--- src/rtl/irq_arb_pkg.sv ---
package irq_arb_pkg;
  localparam int unsigned SRC_N   = 5;
  localparam int unsigned EXT_N   = 2;
  localparam int unsigned LVL_N   = 2;
  localparam int unsigned IDX_W   = $clog2(SRC_N);
  localparam int unsigned VEC_W   = 16;

  // source bit positions; the polling order follows these
  localparam int unsigned SRC_PIN0 = 0;
  localparam int unsigned SRC_TMR0 = 1;
  localparam int unsigned SRC_PIN1 = 2;
  localparam int unsigned SRC_TMR1 = 3;
  localparam int unsigned SRC_SER  = 4;
  localparam int unsigned EN_GLOBAL = 7;

  typedef logic [SRC_N-1:0] src_vec_t;
  typedef logic [LVL_N-1:0] lvl_vec_t;
endpackage

--- src/rtl/irq_ext_trig.sv ---
module irq_ext_trig
  import irq_arb_pkg::*;
#(
  parameter int unsigned NUM_PINS = EXT_N
) (
  input  logic                clk,
  input  logic                rst_n,
  input  logic [NUM_PINS-1:0] pin_n,
  input  logic [NUM_PINS-1:0] edge_sel,
  input  logic [NUM_PINS-1:0] flag_clr,
  output logic [NUM_PINS-1:0] pin_req,
  output logic [NUM_PINS-1:0] flag
);
  for (genvar g = 0; g < NUM_PINS; g++) begin : g_pin
    logic pin_q;
    logic flag_q;
    logic flag_d;
    logic fall;

    assign fall = pin_q & ~pin_n[g];

    always_comb begin
      if (edge_sel[g]) flag_d = (flag_q & ~flag_clr[g]) | fall;
      else             flag_d = 1'b0;
    end

    always_ff @(posedge clk or negedge rst_n) begin
      if (!rst_n) begin
        pin_q  <= 1'b1;
        flag_q <= 1'b0;
      end else begin
        pin_q  <= pin_n[g];
        flag_q <= flag_d;
      end
    end

    assign pin_req[g] = edge_sel[g] ? flag_q : ~pin_n[g];
    assign flag[g]    = flag_q;
  end
endmodule

--- src/rtl/irq_prio_pick.sv ---
module irq_prio_pick
  import irq_arb_pkg::*;
#(
  parameter int unsigned NUM_SRC = SRC_N,
  localparam int unsigned IW     = $clog2(NUM_SRC)
) (
  input  logic [NUM_SRC-1:0] pend,
  input  logic [NUM_SRC-1:0] pri,
  input  logic               allow_hi,
  input  logic               allow_lo,
  output logic               grant_vld,
  output logic               grant_hi,
  output logic [IW-1:0]      grant_idx,
  output logic [NUM_SRC-1:0] grant_oh
);
  logic [NUM_SRC-1:0] cand_hi;
  logic [NUM_SRC-1:0] cand_lo;
  logic [NUM_SRC-1:0] cand;

  assign cand_hi  = pend & pri & {NUM_SRC{allow_hi}};
  assign cand_lo  = pend & ~pri & {NUM_SRC{allow_lo}};
  assign grant_hi = |cand_hi;
  assign cand     = grant_hi ? cand_hi : cand_lo;

  always_comb begin
    grant_vld = 1'b0;
    grant_idx = '0;
    grant_oh  = '0;
    for (int i = NUM_SRC - 1; i >= 0; i--) begin
      if (cand[i]) begin
        grant_vld = 1'b1;
        grant_idx = IW'(i);
        grant_oh  = '0;
        grant_oh[i] = 1'b1;
      end
    end
  end
endmodule

--- src/rtl/irq_level_track.sv ---
module irq_level_track
  import irq_arb_pkg::*;
(
  input  logic     clk,
  input  logic     rst_n,
  input  logic     take,
  input  logic     take_hi,
  input  logic     reti,
  output lvl_vec_t active
);
  lvl_vec_t act_q;
  lvl_vec_t act_d;
  lvl_vec_t clr_mask;
  lvl_vec_t set_mask;

  always_comb begin
    clr_mask = '0;
    if (reti) begin
      if (act_q[1])      clr_mask = 2'b10;
      else if (act_q[0]) clr_mask = 2'b01;
    end
    set_mask = '0;
    if (take) set_mask = take_hi ? 2'b10 : 2'b01;
    act_d = (act_q & ~clr_mask) | set_mask;
  end

  always_ff @(posedge clk or negedge rst_n) begin
    if (!rst_n) act_q <= '0;
    else        act_q <= act_d;
  end

  assign active = act_q;
endmodule

--- src/rtl/irq_arbiter2.sv ---
module irq_arbiter2
  import irq_arb_pkg::*;
#(
  parameter logic [15:0] VEC_BASE   = 16'h0003,
  parameter int unsigned VEC_STRIDE = 8
) (
  input  logic        clk,
  input  logic        rst_n,
  input  logic        en_wr,
  input  logic        pri_wr,
  input  logic [7:0]  wr_data,
  input  logic [1:0]  edge_mode,
  input  logic [1:0]  ext_n,
  input  logic [1:0]  tmr_ovf,
  input  logic        ser_flag,
  input  logic        ack,
  input  logic        reti,
  output logic        irq_req,
  output logic [15:0] irq_vector,
  output logic [1:0]  tmr_clr,
  output logic [1:0]  ext_flag,
  output logic [1:0]  lvl_active
);
  localparam logic [15:0] STRIDE = 16'(VEC_STRIDE);

  logic     en_glb_q;
  src_vec_t en_src_q;
  src_vec_t pri_q;
  logic     unused_wr;

  assign unused_wr = ^wr_data[6:5];

  always_ff @(posedge clk or negedge rst_n) begin
    if (!rst_n) begin
      en_glb_q <= 1'b0;
      en_src_q <= '0;
    end else if (en_wr) begin
      en_glb_q <= wr_data[EN_GLOBAL];
      en_src_q <= wr_data[SRC_N-1:0];
    end
  end

  always_ff @(posedge clk or negedge rst_n) begin
    if (!rst_n)      pri_q <= '0;
    else if (pri_wr) pri_q <= wr_data[SRC_N-1:0];
  end

  logic [EXT_N-1:0] pin_req;
  logic [EXT_N-1:0] pin_clr;

  irq_ext_trig #(.NUM_PINS(EXT_N)) u_trig (
    .clk      (clk),
    .rst_n    (rst_n),
    .pin_n    (ext_n),
    .edge_sel (edge_mode),
    .flag_clr (pin_clr),
    .pin_req  (pin_req),
    .flag     (ext_flag)
  );

  src_vec_t src_raw;
  src_vec_t pend;
  lvl_vec_t act;

  always_comb begin
    src_raw           = '0;
    src_raw[SRC_PIN0] = pin_req[0];
    src_raw[SRC_TMR0] = tmr_ovf[0];
    src_raw[SRC_PIN1] = pin_req[1];
    src_raw[SRC_TMR1] = tmr_ovf[1];
    src_raw[SRC_SER]  = ser_flag;
  end

  assign pend = src_raw & en_src_q & {SRC_N{en_glb_q}};

  logic             grant_vld;
  logic             grant_hi;
  logic [IDX_W-1:0] grant_idx;
  src_vec_t         grant_oh;

  irq_prio_pick #(.NUM_SRC(SRC_N)) u_pick (
    .pend      (pend),
    .pri       (pri_q),
    .allow_hi  (~act[1]),
    .allow_lo  (~|act),
    .grant_vld (grant_vld),
    .grant_hi  (grant_hi),
    .grant_idx (grant_idx),
    .grant_oh  (grant_oh)
  );

  logic take;
  assign take = ack & grant_vld;

  irq_level_track u_lvl (
    .clk     (clk),
    .rst_n   (rst_n),
    .take    (take),
    .take_hi (grant_hi),
    .reti    (reti),
    .active  (act)
  );

  assign pin_clr[0] = take & grant_oh[SRC_PIN0];
  assign pin_clr[1] = take & grant_oh[SRC_PIN1];
  assign tmr_clr[0] = take & grant_oh[SRC_TMR0];
  assign tmr_clr[1] = take & grant_oh[SRC_TMR1];

  assign irq_req    = grant_vld;
  assign irq_vector = grant_vld ? VEC_BASE + 16'(grant_idx) * STRIDE : 16'h0000;
  assign lvl_active = act;
endmodule

--- config.mk ---
export PLATFORM = sky130hd
export DESIGN_NAME = irq_arbiter2
export DESIGN_NICKNAME = d
export VERILOG_FILES = /design/src/rtl/irq_arb_pkg.sv /design/src/rtl/irq_ext_trig.sv /design/src/rtl/irq_prio_pick.sv /design/src/rtl/irq_level_track.sv /design/src/rtl/irq_arbiter2.sv
export SDC_FILE = /design/constraint.sdc
export NUM_CORES = 1
export LEC_CHECK = 0
export CELL_PAD_IN_SITES_DETAIL_PLACEMENT = 0
export CELL_PAD_IN_SITES_GLOBAL_PLACEMENT = 1
export CORE_UTILIZATION = 31
export DETAILED_ROUTE_END_ITERATION = 6
export GPL_TIMING_DRIVEN = 0
export PLACE_DENSITY = 0.77
export SLEW_MARGIN = 20
export SYNTH_ARGS = -nofsm -noshare
export SYNTH_HDL_FRONTEND = slang
export SYNTH_SLANG_ARGS = --single-unit
--- constraint.sdc ---
create_clock -name clk -period 2.3 [get_ports clk]
set_clock_uncertainty 0.05 [all_clocks]
set_input_delay 0.23 -clock clk [delete_from_list [all_inputs] [get_ports clk]]
set_output_delay 0.23 -clock clk [all_outputs]
set_load 0.05 [all_outputs]
==> impl_metrics.yaml, run 1 <==
synthesis:
  synth.largest_area_cell: "dfrtp_1"
  synth-seq-area-share: 0.417
  ys_types: 38
  synth.area.top_cells: "dfrtp_1, mux2_2, buf_4, dfstp_2, buf_6"
  yosysWarningCount: 0
  mappedNetlistArea_um2: 1030
  synth_top_area_share: 0.366
  postSynthRegisterBits: 17
  postSynthCellCount: 96
  syn_area_per_cell_um2: 10.7
worst_setup_path:
  cp-end-kind: "output port"
  critical_path_peak_fanout: 6
  crit-reg2reg-launch: "pri_q[1]"
  rrSetupSlack_ps: 340
  required_time_of_the_critical_path_ps: 2020
  setup.worst_path.class: "primary input to output port"
  critical_path.startpoint_type: "primary input"
  crit-reg2reg-capture: "u_trig.g_pin[1].flag_q"
  cp_data_arrival_time_ps: 2310
  ff2ff_path_depth: 7
global_route:
  grt_pass1_vias: 851
  initial_antenna_violation_count: 0
  grt_max_degree: 18
  track_usage: 0.147
  wire_length_of_the_first_global_routing_pass_um: 3760
  grt_overflow: 0
sta:
  fmax_ghz: 0.386
  drv_slew: 0
  grt_setup_unrepaired: "yes"
  fin_ws_ps: -290
  slew_at_the_pin_closest_to_its_max_slew_limit_ps: 778
  maxSlewHeadroom: 0.480
  final_period_minus_worst_setup_slack_ps: 2590
  totalNegativeSetupSlack_ps: -1480
  final_hold_viol_count: 0
  post-route-period-util: 1.13
  finalSetupViolCount: 7
floorplanning:
  area_of_the_die_um2: 3540
  starting_density: 0.331
  die_x_um: 59.5
  std_cell_rows: 20
  fp.dieH_um: 59.5
  design.core.area_um2: 3100
  io_pins: 44
run_status:
  failed_checks: "negative setup slack"
  run_status: "finished, violations left"
cells_and_area:
  layout.nets: 170
  post_route_cells_drive_above_1_share: 0.493
  antenna_cells: 0
  areaGrowthSynthToFinish_pct: 59.9
  layoutNonFillerInstCount: 192
placement:
  place.detailed.instances: 179
  port_buffers: 29
  place_hpwl_um: 1780
  dp_slack_ps: -1040
  gp_congestion: 0.772
hold_path:
  hold_path.class: "primary input to flop"
  hold_path_startpoint: "ext_n[0]"
  worstHoldPathCells: 1
  min_delay_worst_endpoint: "u_trig.g_pin[0].pin_q"
clocking:
  cts.hold.buffers_added: 0
  clock_tree_root: "clkbuf_4"
  cts_tree: "done"
  clock_tree.buffer_depth: 2
  path_clk_slew_ps: 100
  worstSkewPairLatency_ps: 290
  h-tree-depth: 1
  numCtsBuffers: 3
  clock_tree_sinks: 17
power:
  power-per-cell-area_nw_per_um2: 641
  seqPwrFrac: 0.349
  p_int_uw: 629
  switchingPower_uw: 422
  fin_total_pwr_mw: 1.05
  power.clock.fraction: 0.156
  ir_worst_vdd_v: 0.000484
  power.switching_fraction: 0.401
  power.static_leakage_nw: 0.724
  combinational_fraction_of_design_power: 0.495
routing:
  wl_um: 2430
  drc: 0
  drt_first_iter_violations: 17
  viasPerCell: 4.58
  detail_route.wl_per_cell_um: 12.6
  vias: 880
  firstDrtPassIters: 2
  ant_nets: 0
flow_run:
  cap_viol_max_count: 0
==> kinds of logic after synthesis <==
logic type      Yosys count  synth area share
compound gates           22             0.166
buf+inv                  21             0.146
flops                    17             0.417
mux                      11             0.121
other cells               1           0.00366
simple gates             24             0.146
==> worst max-delay path, cell delays in order <==
cell and delay [ps]:
clkdlybuf4s50_1 440, nor2_1 290, o2111ai_4 150, and4_4 240, o21a_4 230, nor4_4 370, and2b_2 220, buf_8 140
==> repair_timing <==
item | CTS | global route
endpoints found under the hold margin | 0 | 0
pin swaps | 8 | 7
setup endpoints to repair | 8 | 8
resized for setup | 70 | 8
buffers inserted | 5 | 5
==> per-layer routing <==
| layer | part of all wire | up-vias | global-route usage |
|---|---|---|---|
| met5 | 0 | - | 0 |
| met4 | 0.017 | 0 | 0.0664 |
| met3 | 0.042 | 4 | 0.0437 |
| met2 | 0.53 | 28 | 0.271 |
| met1 | 0.41 | 420 | 0.152 |
| li1 | - | 428 | - |
==> layout make-up <==
class                           count  area, um2
Inverter                            3       11.3
Fill cell                         304       1460
Clock inverter                      1       7.51
Sequential cell                    17        430
Buffer                             17        135
Timing Repair Buffer               39        374
Tap cell                           44       55.1
Multi-Input combinational cell     68        604
Clock buffer                        3       22.5
==> cell usage after synthesis <==
library cell  instances
and3_1                3
or2_1                 1
conb_1                1
a21boi_1              1
and2b_1               1
a31oi_1               1
o2111a_1              1
dfstp_2               2
buf_6                 2
o21ba_2               1
o21a_1                2
o2111ai_1             2
nand3_1               1
mux2_2               11
and2_1                1
a32o_1                1
o21a_4                1
nor2_1                4
nand4b_1              1
nand4_1               1
nand2b_1              2
a21oi_1               2
clkbuf_1              1
a41oi_1               1
nor2b_2               1
nand2_1               4
o211ai_1              1
and4_1                1
a22o_1                1
buf_4                15
o21ai_1               3
o21ai_0               2
a21o_1                1
a41o_1                1
nor4_4                1
nor3_1                2
dfrtp_1              15
inv_1                 3
==> worst max-delay path by stage <==
stage	to	startpoint	depth (start not counted)
floorplan	irq_vector[0]	u_lvl.active[1]	9
global placement	irq_vector[5]	edge_mode[1]	9
detailed placement	irq_vector[5]	edge_mode[1]	9
CTS	irq_vector[5]	u_lvl.active[1]	8
global route	irq_vector[1]	en_glb_q	9
finish	irq_vector[5]	ext_n[1]	8
==> flip-flops by register name (all words and copies together), names as in the netlist <==
register,count
u_lvl.active,2
en_src_q,5
u_trig.g_pin.pin_q,2
en_glb_q,1
pri_q,5
u_trig.g_pin.flag_q,2
==> placed cells by master, fill, tap and decap left out, drive strengths merged, types with 3 or more instances in the layout <==
master         synthesis  routed
clkbuf                 1       4
o21ai                  5       5
conb                   1      11
inv                    3       3
clkdlybuf4s50          0      19
nand2                  4       4
buf                   17      34
nor2                   4       4
o21a                   3       3
and3                   3       3
dfrtp                 15      15
mux2                  11      11
==> through the flow <==
| stage | area [um2] | utilization | hold WS (ps) |
|---|---|---|---|
| final | 1640 | 0.529 | 144 |
| after global routing | 1640 | 0.529 | 131 |
| after CTS | 1570 | 0.507 | 140 |
| after detailed placement | 1450 | 0.469 | 455 |
| after global placement | 1450 | 0.469 | 450 |
| after floorplan | 1110 | - | -116 |
==> power groups by stage <==
stage	Clock (mW)	Sequential [mW]	Combinational (mW)
detailed placement	0	0.366	0.454
finish	0.163	0.367	0.520
CTS	0.170	0.364	0.487
global route	0.185	0.372	0.545
floorplan	0	0.383	0.309
global placement	0	0.364	0.446
No activity file was read; power rests on OpenSTA's default activity.
==> run 2, diff against run 1 <==
- CORE_UTILIZATION: 31 -> 32
- CTS_BUF_LIST: not set -> sky130_fd_sc_hd__clkbuf_2
- PLACE_DENSITY: 0.77 -> 0.79
==> run 2 against run 1 <==
Effect of this change: the flow still finishes with violations (negative setup slack); first-iteration DRC count up 29%; sequential power about the same; total power down 3.9%; sequential cell count unchanged; wire length down 1.4%; maximum frequency down 0.11%; critical path depth unchanged; sequential share of layout area up 0.17 points; combinational power down 2%; clock power down 16%; non-clock buffer count down 1; largest power group unchanged.
==> impl_metrics.yaml, run 2 (synthesized netlist as in run 1, its figures left out) <==
cells_and_area:
  post_route_cells_drive_above_1_share: 0.483
  final_design_area_no_fill_um2: 1630
  top_regs: "en_src_q x5, pri_q x5"
  finish.utilization: 0.532
  most-common-layout-cells: "buf_4, clkdlybuf4s50_1, dfrtp_1"
  layoutNonFillerInstCount: 191
  layout.filler_cells: 280
  antenna_cells: 0
  areaGrowthSynthToFinish_pct: 58.4
  layout.nets: 169
sta:
  fmax_ghz: 0.386
  maxSlewHeadroom: 0.483
  grt_setup_unrepaired: "yes"
  finalSetupViolCount: 8
  final_hold_viol_count: 0
  slew_at_the_pin_closest_to_its_max_slew_limit_ps: 772
  post-route-period-util: 1.13
  drv_slew: 0
  final_period_minus_worst_setup_slack_ps: 2590
  fin_ws_ps: -292
  totalNegativeSetupSlack_ps: -1600
hold_path:
  hold_path.class: "primary input to asynchronous set/reset pin"
floorplanning:
  area_of_the_die_um2: 3440
  io_pins: 44
  die_x_um: 58.6
  design.core.area_um2: 3050
  fp.dieH_um: 58.6
  starting_density: 0.336
  std_cell_rows: 20
worst_setup_path:
  cp_slowest_stage_delay_ps: 480
  rrSetupSlack_ps: 370
  ff2ff_path_depth: 7
  required_time_of_the_critical_path_ps: 2020
  crit-reg2reg-launch: "u_lvl.active[1]"
  crit_path_cell_trace: "nor2b_4 > buf_6 > o2111ai_4 > and4_4 > o21a_1 > nor4_4 > and2b_2 > buf_8"
  cp-end-kind: "output port"
  critical_path_peak_fanout: 6
  cp_data_arrival_time_ps: 2310
  critical_path.startpoint_type: "flop"
  setup.worst_path.class: "flop to output port"
  cp-startpoint: "u_lvl.active[1]"
  crit-reg2reg-capture: "u_lvl.active[0]"
  critPathSlowestCell: "dfrtp_2"
clocking:
  cts_tree: "done"
  clock_tree.buffer_depth: 2
  h-tree-depth: 1
  cts.hold.buffers_added: 0
  worstSkewPairLatency_ps: 300
  clock_tree_root: "clkbuf_2"
  clock_tree_sinks: 17
  path_clk_slew_ps: 180
  numCtsBuffers: 3
global_route:
  initial_antenna_violation_count: 0
  grt_pass1_vias: 826
  grt_overflow: 0
  track_usage: 0.148
  grt_max_degree: 18
  wire_length_of_the_first_global_routing_pass_um: 3830
routing:
  firstDrtPassIters: 4
  vias: 858
  drc: 0
  drt_first_iter_violations: 22
  detail_route.wl_per_cell_um: 12.5
  ant_nets: 0
  wl_um: 2390
  viasPerCell: 4.49
placement:
  dp_slack_ps: -1040
  port_buffers: 29
  place_hpwl_um: 1800
  dpl_cell_area_um2: 1450
  gp_congestion: 0.772
  place.detailed.instances: 179
power:
  power.static_leakage_nw: 0.724
  power-per-cell-area_nw_per_um2: 621
  ir_worst_vdd_v: 0.000216
run_status:
  failed_checks: "negative setup slack"
  run_status: "finished, violations left"
flow_run:
  cap_viol_max_count: 0
-- run 2: changes by cell type in the layout (fill, tap and decap cells not counted), sizes merged --
cell	before	now
buf	34	33
clkdlybuf4s50	19	21
clkinv	0	1
clkinvlp	1	0
dlygate4sd2	2	0
-- run 2: layout make-up --
type                            count  area, um2  area share
Buffer                             17        135      0.0831
Timing Repair Buffer               38        379       0.233
Sequential cell                    17        429       0.264
Clock buffer                        3       15.0     0.00924
Tap cell                           44       55.1      0.0339
Inverter                            3       11.3     0.00693
Clock inverter                      1       5.00     0.00308
Multi-Input combinational cell     68        596       0.366
-- run 2: stage by stage --
step / power [mW] / hold WS (ps)
after floorplan: 0.691 / -116
after global placement: 0.812 / 453
after detailed placement: 0.820 / 461
after CTS: 0.996 / 300
after global routing: 1.06 / 303
final: 1.01 / 299
-- run 2: metal layers --
layer | global-route usage | up-vias | part of all wire
li1 | - | 421 | -
met1 | 0.163 | 410 | 0.40
met2 | 0.274 | 23 | 0.54
met3 | 0.0242 | 4 | 0.038
met4 | 0.0748 | 0 | 0.017
met5 | 0 | - | 0
-- run 2: timing repair --
action / CTS / global route
pin swaps: 8 / 4
setup endpoints to repair: 8 / 8
buffers inserted: 7 / 3
resized for setup: 71 / 5
-- run 2: worst max path at each step --
stage,to,slack (ps),cells after the start
floorplan,irq_vector[0],-160,9
global placement,irq_vector[5],-1020,9
detailed placement,irq_vector[5],-1040,9
CTS,irq_vector[5],-310,8
global route,irq_vector[5],-410,8
finish,irq_vector[5],-290,8
-- run 2: worst max-delay path, delay by kind of cell, from the launching register on --
kind | cells | cell delay (ps)
compound gates | 2 | 310
buf+inv | 2 | 270
flops | 1 | 480
simple gates | 4 | 950
-- run 2: power by group --
part           switching, mW  internal, mW
sequential            0.0332         0.332
clock                 0.0973        0.0394
combinational          0.284         0.224
==> run 3, diff against run 2 <==
- CORE_UTILIZATION: 32 -> 48
- DONT_BUFFER_PORTS: not set -> 1
- PLACE_DENSITY: 0.79 -> 0.78
==> run 3 against run 2 <==
Effect of this change: the run still ends with negative setup slack left; largest cell class unchanged; combinational power decreased by 20%; sequential power is 6.6% higher; cell area is 12% lower; total power decreased by 7.0%; hold slack worse by 240 ps; wire length is 13% lower; largest power group unchanged.
==> impl_metrics.yaml, run 3 (synthesized netlist as in run 1, its figures left out) <==
clocking:
  path_clk_slew_ps: 170
  cts_tree: "done"
  numCtsBuffers: 3
  clock_tree.buffer_depth: 2
  worstSkewPairLatency_ps: 310
  clock_tree_root: "clkbuf_2"
  clock_tree_sinks: 17
  h-tree-depth: 1
worst_setup_path:
  critical-path-top-delay-family: "simple AND/OR/NAND/NOR gates"
  cp-end-kind: "output port"
  setup.worst_path.class: "flop to output port"
  cp_data_arrival_time_ps: 2530
  crit_path_cell_trace: "nor2b_2 > buf_6 > a41oi_2 > and4_4 > o21ba_4 > nor4_4 > nand2_4 > buf_8"
  critPathSlowestCell: "dfrtp_2"
  critical_path_peak_fanout: 7
  required_time_of_the_critical_path_ps: 2020
  buf_inv_on_cp: 2
  critical_path.startpoint_type: "flop"
  cp_slowest_stage_delay_ps: 570
power:
  switchingPower_uw: 398
  ir_worst_vdd_v: 0.000453
  p_int_uw: 541
  power.clock.fraction: 0.152
  combinational_fraction_of_design_power: 0.434
  seqPwrFrac: 0.414
  power.switching_fraction: 0.424
  power.static_leakage_nw: 0.633
  power-per-cell-area_nw_per_um2: 654
routing:
  drc: 0
  wl_um: 2080
  firstDrtPassIters: 4
  vias: 779
  detail_route.wl_per_cell_um: 13.1
  viasPerCell: 4.90
  ant_nets: 0
  drt_first_iter_violations: 5
sta:
  fin_worst_hold_slack_ps: 60.3
  slew_at_the_pin_closest_to_its_max_slew_limit_ps: 746
  post-route-period-util: 1.22
  final_period_minus_worst_setup_slack_ps: 2810
  final_hold_viol_count: 0
  fin_ws_ps: -509
  drv_slew: 0
  totalNegativeSetupSlack_ps: -2960
  finalSetupViolCount: 8
  grt_setup_unrepaired: "yes"
  fmax_ghz: 0.356
  maxSlewHeadroom: 0.501
placement:
  place.detailed.instances: 133
  gp_congestion: 0.767
  place_hpwl_um: 1460
  dpl_cell_area_um2: 1140
  port_buffers: 0
floorplanning:
  area_of_the_die_um2: 2330
  starting_density: 0.518
  die_x_um: 48.2
  design.core.area_um2: 1980
  io_pins: 44
  std_cell_rows: 16
  fp.dieH_um: 48.2
cells_and_area:
  seq_area_um2: 429
  most-common-layout-cells: "dlygate4sd3_1, buf_4, dfrtp_1"
  final_design_area_no_fill_um2: 1440
  top_regs: "en_src_q x5, pri_q x5"
  multi_input_area_um2: 576
  post_route_cells_drive_above_1_share: 0.424
  layout.nets: 154
  areaGrowthSynthToFinish_pct: 40.0
  layout.filler_cells: 152
  finish.utilization: 0.725
  leading_cell_type_in_the_layout_fill_and_taps_excluded: "dlygate4sd3_1"
  layoutNonFillerInstCount: 159
  antenna_cells: 0
global_route:
  grt_overflow: 0
  grt_max_degree: 18
  wire_length_of_the_first_global_routing_pass_um: 3090
  initial_antenna_violation_count: 0
  grt_pass1_vias: 728
  track_usage: 0.199
run_status:
  run_status: "finished, violations left"
  failed_checks: "negative setup slack"
flow_run:
  cap_viol_max_count: 0
hold_path:
  hold_path.class: "primary input to flop"
-- run 3: worst register-to-register path: stages, from the launching register on --
cell,delay (ps)
dfrtp_2,570
nor2b_2,160
buf_6,130
a41oi_2,110
and4_4,230
o21ba_4,220
nor4_4,390
buf_4,170
a31oi_1,70
-- run 3: layout make-up --
cell class / instances / share of cell area
buffer: 17 / 0.0993
clock buffer: 3 / 0.0105
clock inverter: 1 / 0.00523
inverter: 3 / 0.00784
multi-input combinational: 68 / 0.401
sequential: 17 / 0.299
tap: 27 / 0.0235
timing repair buffer: 23 / 0.154
-- run 3: per-stage QoR --
| step | setup slack [ps] | power [mW] |
|---|---|---|
| 4_1_cts | -550 | 0.938 |
| 3_5_place_dp | -336 | 0.719 |
| 3_3_place_gp | -304 | 0.716 |
| 5_1_grt | -650 | 0.994 |
| 2_1_floorplan | -158 | 0.691 |
| 6_report | -509 | 0.939 |
-- run 3: final timing paths --
| path | startpoint | end | slack [ps] | depth (start not counted) |
|---|---|---|---|---|
| max reg2reg | u_lvl.active[1] | u_lvl.active[0] | 100 | 8 |
| min in group asynchronous | rst_n | pri_q[2] | 350 | 1 |
| min | ack | u_trig.g_pin[1].flag_q | 60 | 2 |
| max | u_lvl.active[1] | irq_vector[1] | -510 | 8 |
| min reg2reg | u_trig.g_pin[0].pin_q | u_trig.g_pin[0].flag_q | 460 | 2 |
| max in group asynchronous | rst_n | u_lvl.active[1] | 1350 | 1 |
-- run 3: metal layers --
layer	track usage	part of all wire	wire length [um]
met1	0.255	0.45	933
met2	0.309	0.48	1000
met3	0.100	0.069	144
met4	0.0333	0	0
met5	0	0	0
-- run 3: power groups by stage --
stage / clock [mW] / combinational (mW) / sequential, mW
2_1_floorplan: 0 / 0.309 / 0.383
3_3_place_gp: 0 / 0.325 / 0.391
3_5_place_dp: 0 / 0.328 / 0.391
4_1_cts: 0.149 / 0.400 / 0.389
5_1_grt: 0.165 / 0.435 / 0.395
6_report: 0.143 / 0.408 / 0.389
-- run 3: repair_timing --
action                                  in CTS  in global routing
hold buffers                                15                  3
pin swaps                                    8                  3
endpoints found under the hold margin       32                  3
endpoints found under the setup margin       8                  9
gates cloned                                 0                  0
setup buffers                                5                  0
resized for setup                           13                  2
